[src/rtl/mapper_pkg.sv]
package mapper_pkg;

  localparam int ADDR_W = 16;

  typedef enum logic [2:0] {
    RGN_NONE,
    RGN_LOWRAM,
    RGN_COMMON,
    RGN_LCD,
    RGN_REGS,
    RGN_WRAM,
    RGN_ROM
  } region_e;

  // Coarse map: bit 15 picks ROM; below that, 4 kB pages by bits [14:12].
  function automatic region_e classify(input logic [ADDR_W-1:0] a);
    region_e r;
    if (a[ADDR_W-1]) begin
      r = RGN_ROM;
    end else begin
      case (a[14:12])
        3'd0:       r = a[11] ? RGN_NONE : RGN_LOWRAM;
        3'd1:       r = RGN_COMMON;
        3'd3:       r = RGN_LCD;
        3'd5:       r = RGN_REGS;
        3'd6, 3'd7: r = RGN_WRAM;
        default:    r = RGN_NONE;
      endcase
    end
    return r;
  endfunction

endpackage

[src/rtl/addr_decoder.sv]
module addr_decoder
  import mapper_pkg::*;
#(
  parameter int IDX_W = 4,
  parameter int SA_W  = 4
) (
  input  logic              m2,
  input  logic              rw,
  input  logic [ADDR_W-1:0] addr,
  input  logic              song_ctx,
  output logic              lcd_ce_n,
  output logic              sram_ce_n,
  output logic              flash_ce_n,
  output logic [SA_W-1:0]   sram_hi,
  output logic              reg_wr
);

  localparam int PAGE_MSB = 11;

  region_e region;
  logic    sram_sel;

  always_comb begin
    region   = classify(addr);
    sram_sel = (region == RGN_LOWRAM) || (region == RGN_COMMON) ||
               (region == RGN_WRAM);

    lcd_ce_n   = !(m2 && region == RGN_LCD);
    sram_ce_n  = !(m2 && sram_sel);
    flash_ce_n = !(m2 && region == RGN_ROM);

    // Register slots occupy the bottom 2**IDX_W bytes of the register page.
    reg_wr = m2 && !rw && (region == RGN_REGS) &&
             (addr[PAGE_MSB:IDX_W] == '0);

    // Low RAM is the only range whose physical page depends on context.
    if (region == RGN_LOWRAM && song_ctx)
      sram_hi = SA_W'(1);
    else
      sram_hi = addr[ADDR_W-2 -: SA_W];
  end

endmodule

[src/rtl/bank_regfile.sv]
module bank_regfile #(
  parameter int N_WIN  = 8,
  parameter int BANK_W = 5,
  parameter int IDX_W  = 4
) (
  input  logic                    clk,
  input  logic                    rst_n,
  input  logic                    wr_en,
  input  logic [IDX_W-1:0]        idx,
  input  logic [BANK_W-1:0]       wdata,
  output logic [N_WIN*BANK_W-1:0] banks_flat,
  output logic                    song_ctx
);

  localparam logic [IDX_W-1:0] CTX_IDX = IDX_W'(N_WIN);

  for (genvar g = 0; g < N_WIN; g++) begin : g_bank
    logic [BANK_W-1:0] bank_q;

    always_ff @(posedge clk or negedge rst_n) begin
      if (!rst_n)
        bank_q <= '0;
      else if (wr_en && idx == IDX_W'(g))
        bank_q <= wdata;
    end

    assign banks_flat[g*BANK_W +: BANK_W] = bank_q;
  end

  always_ff @(posedge clk or negedge rst_n) begin
    if (!rst_n)
      song_ctx <= 1'b0;
    else if (wr_en && idx == CTX_IDX)
      song_ctx <= wdata[0];
  end

endmodule

[src/rtl/flash_xlate.sv]
module flash_xlate #(
  parameter int N_WIN     = 8,
  parameter int BANK_W    = 5,
  parameter int FA_W      = 7,
  parameter int SONG_BASE = 32,
  parameter int FW_REGION = 0
) (
  input  logic [$clog2(N_WIN)-1:0] win,
  input  logic [N_WIN*BANK_W-1:0]  banks_flat,
  input  logic                     song_ctx,
  output logic [FA_W-1:0]          flash_hi
);

  localparam int WIN_W = $clog2(N_WIN);
  localparam int FW_W  = FA_W - WIN_W;
  localparam logic [FA_W-1:0] BASE_V = FA_W'(SONG_BASE);
  localparam logic [FW_W-1:0] FW_V   = FW_W'(FW_REGION);

  logic [BANK_W-1:0] bank_sel;

  always_comb begin
    bank_sel = banks_flat[win*BANK_W +: BANK_W];
    if (song_ctx)
      flash_hi = BASE_V + FA_W'(bank_sel);
    else
      flash_hi = {FW_V, win};
  end

endmodule

[src/rtl/bank_mapper.sv]
module bank_mapper
  import mapper_pkg::*;
#(
  parameter int N_WIN     = 8,
  parameter int BANK_W    = 5,
  parameter int FA_W      = 7,
  parameter int SA_W      = 4,
  parameter int SONG_BASE = 32,
  parameter int FW_REGION = 0
) (
  input  logic              clk,
  input  logic              rst_n,
  input  logic              m2,
  input  logic              rw,
  input  logic [15:0]       addr,
  input  logic [BANK_W-1:0] wr_data,
  output logic              lcd_ce_n,
  output logic              sram_ce_n,
  output logic              flash_ce_n,
  output logic [SA_W-1:0]   sram_hi,
  output logic [FA_W-1:0]   flash_hi
);

  localparam int IDX_W   = $clog2(N_WIN + 1);
  localparam int WIN_W   = $clog2(N_WIN);
  localparam int WIN_LSB = ADDR_W - 1 - WIN_W;

  logic                    song_ctx;
  logic                    reg_wr;
  logic [N_WIN*BANK_W-1:0] banks_flat;

  addr_decoder #(
    .IDX_W (IDX_W),
    .SA_W  (SA_W)
  ) u_dec (
    .m2         (m2),
    .rw         (rw),
    .addr       (addr),
    .song_ctx   (song_ctx),
    .lcd_ce_n   (lcd_ce_n),
    .sram_ce_n  (sram_ce_n),
    .flash_ce_n (flash_ce_n),
    .sram_hi    (sram_hi),
    .reg_wr     (reg_wr)
  );

  bank_regfile #(
    .N_WIN  (N_WIN),
    .BANK_W (BANK_W),
    .IDX_W  (IDX_W)
  ) u_regs (
    .clk        (clk),
    .rst_n      (rst_n),
    .wr_en      (reg_wr),
    .idx        (addr[IDX_W-1:0]),
    .wdata      (wr_data),
    .banks_flat (banks_flat),
    .song_ctx   (song_ctx)
  );

  flash_xlate #(
    .N_WIN     (N_WIN),
    .BANK_W    (BANK_W),
    .FA_W      (FA_W),
    .SONG_BASE (SONG_BASE),
    .FW_REGION (FW_REGION)
  ) u_xlate (
    .win        (addr[WIN_LSB +: WIN_W]),
    .banks_flat (banks_flat),
    .song_ctx   (song_ctx),
    .flash_hi   (flash_hi)
  );

endmodule

[config.mk]
export PLATFORM = sky130hd
export DESIGN_NAME = bank_mapper
export DESIGN_NICKNAME = d
export VERILOG_FILES = /design/src/rtl/mapper_pkg.sv /design/src/rtl/addr_decoder.sv /design/src/rtl/bank_regfile.sv /design/src/rtl/flash_xlate.sv /design/src/rtl/bank_mapper.sv
export SDC_FILE = /design/constraint.sdc
export NUM_CORES = 1
export LEC_CHECK = 0
export BUFFER_PORTS_ARGS = -buffer_cell sky130_fd_sc_hd__buf_2
export CORE_AREA = 3 3 69 71
export DETAILED_ROUTE_END_ITERATION = 8
export DIE_AREA = 0 0 72 74
export GPL_ROUTABILITY_DRIVEN = 0
export GPL_TIMING_DRIVEN = 0
export PLACE_DENSITY = 0.72
export SLEW_MARGIN = 20
export SYNTH_ARGS = -nofsm -noshare
export SYNTH_HDL_FRONTEND = slang
export SYNTH_SLANG_ARGS = --single-unit
[constraint.sdc]
create_clock -name clk -period 2.1 [get_ports clk]
set_input_delay 0.315 -clock clk [delete_from_list [all_inputs] [get_ports clk]]
set_output_delay 0.315 -clock clk [all_outputs]
set_load 0.005 [all_outputs]
==> impl_summary.log <==
INFO  metric route.layer.met1.wl = between 1.5 and 2 mm
INFO  metric finalWorstSetupSlack = 0.175 ns
INFO  metric grt_setup_unrepaired = no
INFO  metric crit_path_frequent_cell = buf_2
INFO  metric drive_above_1_share = between 50 and 60%
INFO  metric period_share = between 90% and 100%
INFO  metric critPathSlowestCell = or3b_2
INFO  metric cp_cell_sequence = buf_2 > buf_1 > a21oi_1 > or3b_2 > buf_2
INFO  metric synth.lib_cells_used.distinct = 35
INFO  metric postRouteAntennaNets = 0
INFO  metric grt_max_degree = 42
INFO  metric globalRoute.totalOverflow = 0
INFO  metric cts-hold-fix-buffers = 0
INFO  metric detailedPlacementHpwl = between 3 and 4 mm
INFO  metric yosysSeqAreaShare = around half
INFO  metric syn_avg_cell_area = approximately 14 um2
INFO  metric routed_via_density = 5.64
INFO  metric headroom_to_the_max_slew_limit = between 30% and 40%
INFO  metric insertion_delay = 0.29 ns
INFO  metric number_of_maximum_capacitance_violations = 0
INFO  metric cts-root-buf = clkbuf_8
INFO  metric synth-warning-count = 0
INFO  metric powerDensity = 657 mW/mm2
INFO  metric cts_num_sinks = 41
INFO  metric power.leakage = ~1.3 nW
INFO  metric kind_of_critical_path = in2out
INFO  metric start_util = ~50%
INFO  metric multi_input_comb_area = 0.00102 mm2
INFO  metric grt_first_pass_wirelength = around 7.5 mm
INFO  metric cp.required = roughly 1.8 ns
INFO  metric final_nets = 219
INFO  metric dieArea = between 0.005 and 0.006 mm2
INFO  metric timing.final.crit_period = just under 2 ns
INFO  metric synth.net_count = roughly 180
INFO  metric syn_inst = around 150
INFO  metric die_boundary_width = about 70 um
INFO  metric gr-usage-all-layers = 19.1%
INFO  metric maxUsedRoutingLayer = met4
INFO  metric critPathArrivalTime = 1.61 ns
INFO  metric ctsLongestPathBuffers = 2
INFO  metric routed_wire_length_per_instance = 18.4 um
INFO  metric total_met2_wirelength_after_detailed_routing = about 2.3 mm
INFO  metric clock_transition_at_path_regs = roughly 0.08 ns
INFO  metric final-seq-area = 0.00103 mm2
INFO  metric die_h = around 74 um
INFO  metric antenna_violations_before_repair = 0
INFO  metric timing.final.setup_violations = 0
INFO  metric ctsHtreeMaxLevel = 2
INFO  metric hold_viol = 0
INFO  metric worstMarginPinSlew = between 0.9 and 1 ns
INFO  metric path_delay_family = buffers and inverters
INFO  metric place_area = 0.00238 mm2
INFO  metric fin_skew = 0 ns
INFO  metric pre_cts_ws = 0.00108 ns
INFO  metric routed-via-count = ~1400
INFO  metric postCtsSetupRepairBufs = 0
INFO  metric final_core_util = between 50% and 60%
INFO  metric via_count_of_the_first_global_routing_pass = 1502
INFO  metric tns = 0 ns
INFO  metric number_of_storage_elements_in_the_synthesis_netlist = slightly above 40
INFO  metric timing.hold.worst.class = in2async
INFO  metric place.port_buffers = 36
INFO  metric critical_path_peak_fanout = 10
INFO  metric cp_slowest_stage_delay = 0.45 ns
INFO  metric setup.worst_path.start_class = primary input
INFO  metric initialDrtViolationCount = 101
INFO  metric pin_count = 39
INFO  metric slew_violations = 0
INFO  metric drtPass1Iterations = 4
INFO  metric syn-cell-area = ~0.0021 mm2
INFO  metric wirelength = about 4.6 mm
INFO  metric vdd_ir_drop_max = roughly 0.38 mV
INFO  metric syn_to_final_growth = 17.6%
INFO  metric numCtsBuffers = 5
INFO  metric cts_tree = built
INFO  metric status = complete, no violations
INFO  metric cp.buffers_inverters = 3
INFO  metric wl_met3 = approximately 230 um
INFO  metric filler_cell_count = 339
INFO  metric rows = 24
INFO  metric antenna-diode-count = 0
INFO  metric fp.coreArea = around 0.0043 mm2
INFO  metric drcViolationCount = 0
INFO  metric hold-worst-slack = 0.152 ns
INFO  metric cts_resized = 0
INFO  metric final_area = 0.00251 mm2
INFO  metric fmax = approximately 0.52 GHz
INFO  metric crit_path_end_kind = primary output
## logic make-up after synthesis
kind of cell,after synthesis,synth area share (%)
and+or+nand+nor,29,9.97
AOI/OAI and AO/OA,9,2.76
muxes,55,34.7
buffers and inverters,17,4.28
DFF,41,48.1
other,1,0.176
## metrics by stage
| stage | cells | total power, mW |
|---|---|---|
| final | 247 | 1.65 |
| after global placement | 240 | 0.917 |
| after CTS | 248 | 1.66 |
| after floorplan | 152 | 0.850 |
| after global routing | 247 | 1.71 |
| after detailed placement | 240 | 0.922 |
## worst reg2reg max path: stages (launching register included)
cell and delay (ns):
dfrtp_1 0.41, clkbuf_1 0.26, mux2_2 0.33
## cell usage in the layout (no fill, tap or decap)
master | netlist | layout
dfrtp_1 | 41 | 41
buf_2 | 1 | 36
mux2_2 | 32 | 32
mux2_4 | 10 | 10
mux4_2 | 8 | 8
mux2i_1 | 5 | 5
buf_4 | 5 | 5
nor2_1 | 5 | 5
clkbuf_8 | 0 | 5
inv_1 | 4 | 4
clkbuf_1 | 5 | 4
a21oi_1 | 3 | 3
nand2_1 | 3 | 3
nor2b_1 | 3 | 3
nand4_2 | 3 | 3
nor3_1 | 2 | 2
and4_1 | 2 | 2
nand3_2 | 2 | 2
bufinv_16 | 0 | 2
clkbuf_2 | 0 | 1
buf_1 | 1 | 1
o22ai_1 | 1 | 1
a31oi_1 | 1 | 1
a41o_1 | 1 | 1
and3b_1 | 1 | 1
nand3b_1 | 1 | 1
a21boi_0 | 1 | 1
or3b_2 | 1 | 1
nand3_1 | 1 | 1
o21ai_0 | 1 | 1
a32oi_1 | 1 | 1
nor4b_1 | 1 | 1
nor4_1 | 1 | 1
buf_6 | 1 | 1
nand4b_2 | 1 | 1
nand4b_1 | 1 | 1
and4b_1 | 1 | 1
conb_1 | 1 | 1
clkinv_2 | 0 | 1
## routing by layer
layer / global-route usage, % / vias to the layer above
met5: 0 / -
met3: 4.05 / 7
met2: 32.0 / 39
met1: 24.1 / 706
li1: - / 640
met4: 8.56 / 0
## area by class of cell
class | count | area share, %
sequential | 41 | 40.9
multi-input combinational | 94 | 40.5
tap | 52 | 2.59
clock inverter | 3 | 2.59
timing repair buffer | 36 | 7.18
clock buffer | 5 | 2.74
inverter | 4 | 0.599
buffer | 12 | 2.89
## power by group
group | total, mW | internal, mW | switching [mW]
clock | 0.745 | 0.472 | 0.273
sequential | 0.789 | 0.789 | 0.0000737
combinational | 0.115 | 0.0441 | 0.0710
## flip-flops by register name, summed over array words and instances, names as in the netlist
register and flops:
u_regs.g_bank.bank_q 40, u_regs.song_ctx 1
## cells in the mapped netlist
master / number / area (um2)
a21boi_0: 1 / 7.51
a21oi_1: 3 / 15.0
a31oi_1: 1 / 6.26
a32oi_1: 1 / 8.76
a41o_1: 1 / 10.0
and3b_1: 1 / 8.76
and4_1: 2 / 17.5
and4b_1: 1 / 10.0
buf_1: 1 / 3.75
buf_2: 1 / 5.00
buf_4: 5 / 37.5
buf_6: 1 / 11.3
clkbuf_1: 5 / 18.8
conb_1: 1 / 3.75
dfrtp_1: 41 / 1030
inv_1: 4 / 15.0
mux2_2: 32 / 360
mux2_4: 10 / 150
mux2i_1: 5 / 50.1
mux4_2: 8 / 180
nand2_1: 3 / 11.3
nand3_1: 1 / 5.00
nand3_2: 2 / 20.0
nand3b_1: 1 / 7.51
nand4_2: 3 / 37.5
nand4b_1: 1 / 8.76
nand4b_2: 1 / 15.0
nor2_1: 5 / 18.8
nor2b_1: 3 / 18.8
nor3_1: 2 / 10.0
nor4_1: 1 / 6.26
nor4b_1: 1 / 8.76
o21ai_0: 1 / 5.00
o22ai_1: 1 / 6.26
or3b_2: 1 / 8.76
## path summary, 6_finish.rpt
path / from / depth (start not counted) / slack [ns] / endpoint
setup / recovery: addr[14] / 5 / 0.17 / sram_ce_n
hold / removal: rst_n / 1 / 0.15 / u_regs.g_bank[4].bank_q[4]
setup reg to reg: u_regs.song_ctx / 2 / 0.98 / u_regs.song_ctx
hold reg to reg: u_regs.g_bank[1].bank_q[1] / 1 / 0.51 / u_regs.g_bank[1].bank_q[1]
max in group asynchronous: rst_n / 1 / 1.39 / u_regs.g_bank[2].bank_q[2]
min in group clk: wr_data[3] / 2 / 0.37 / u_regs.g_bank[6].bank_q[3]
(Power assumes the default switching activity.)
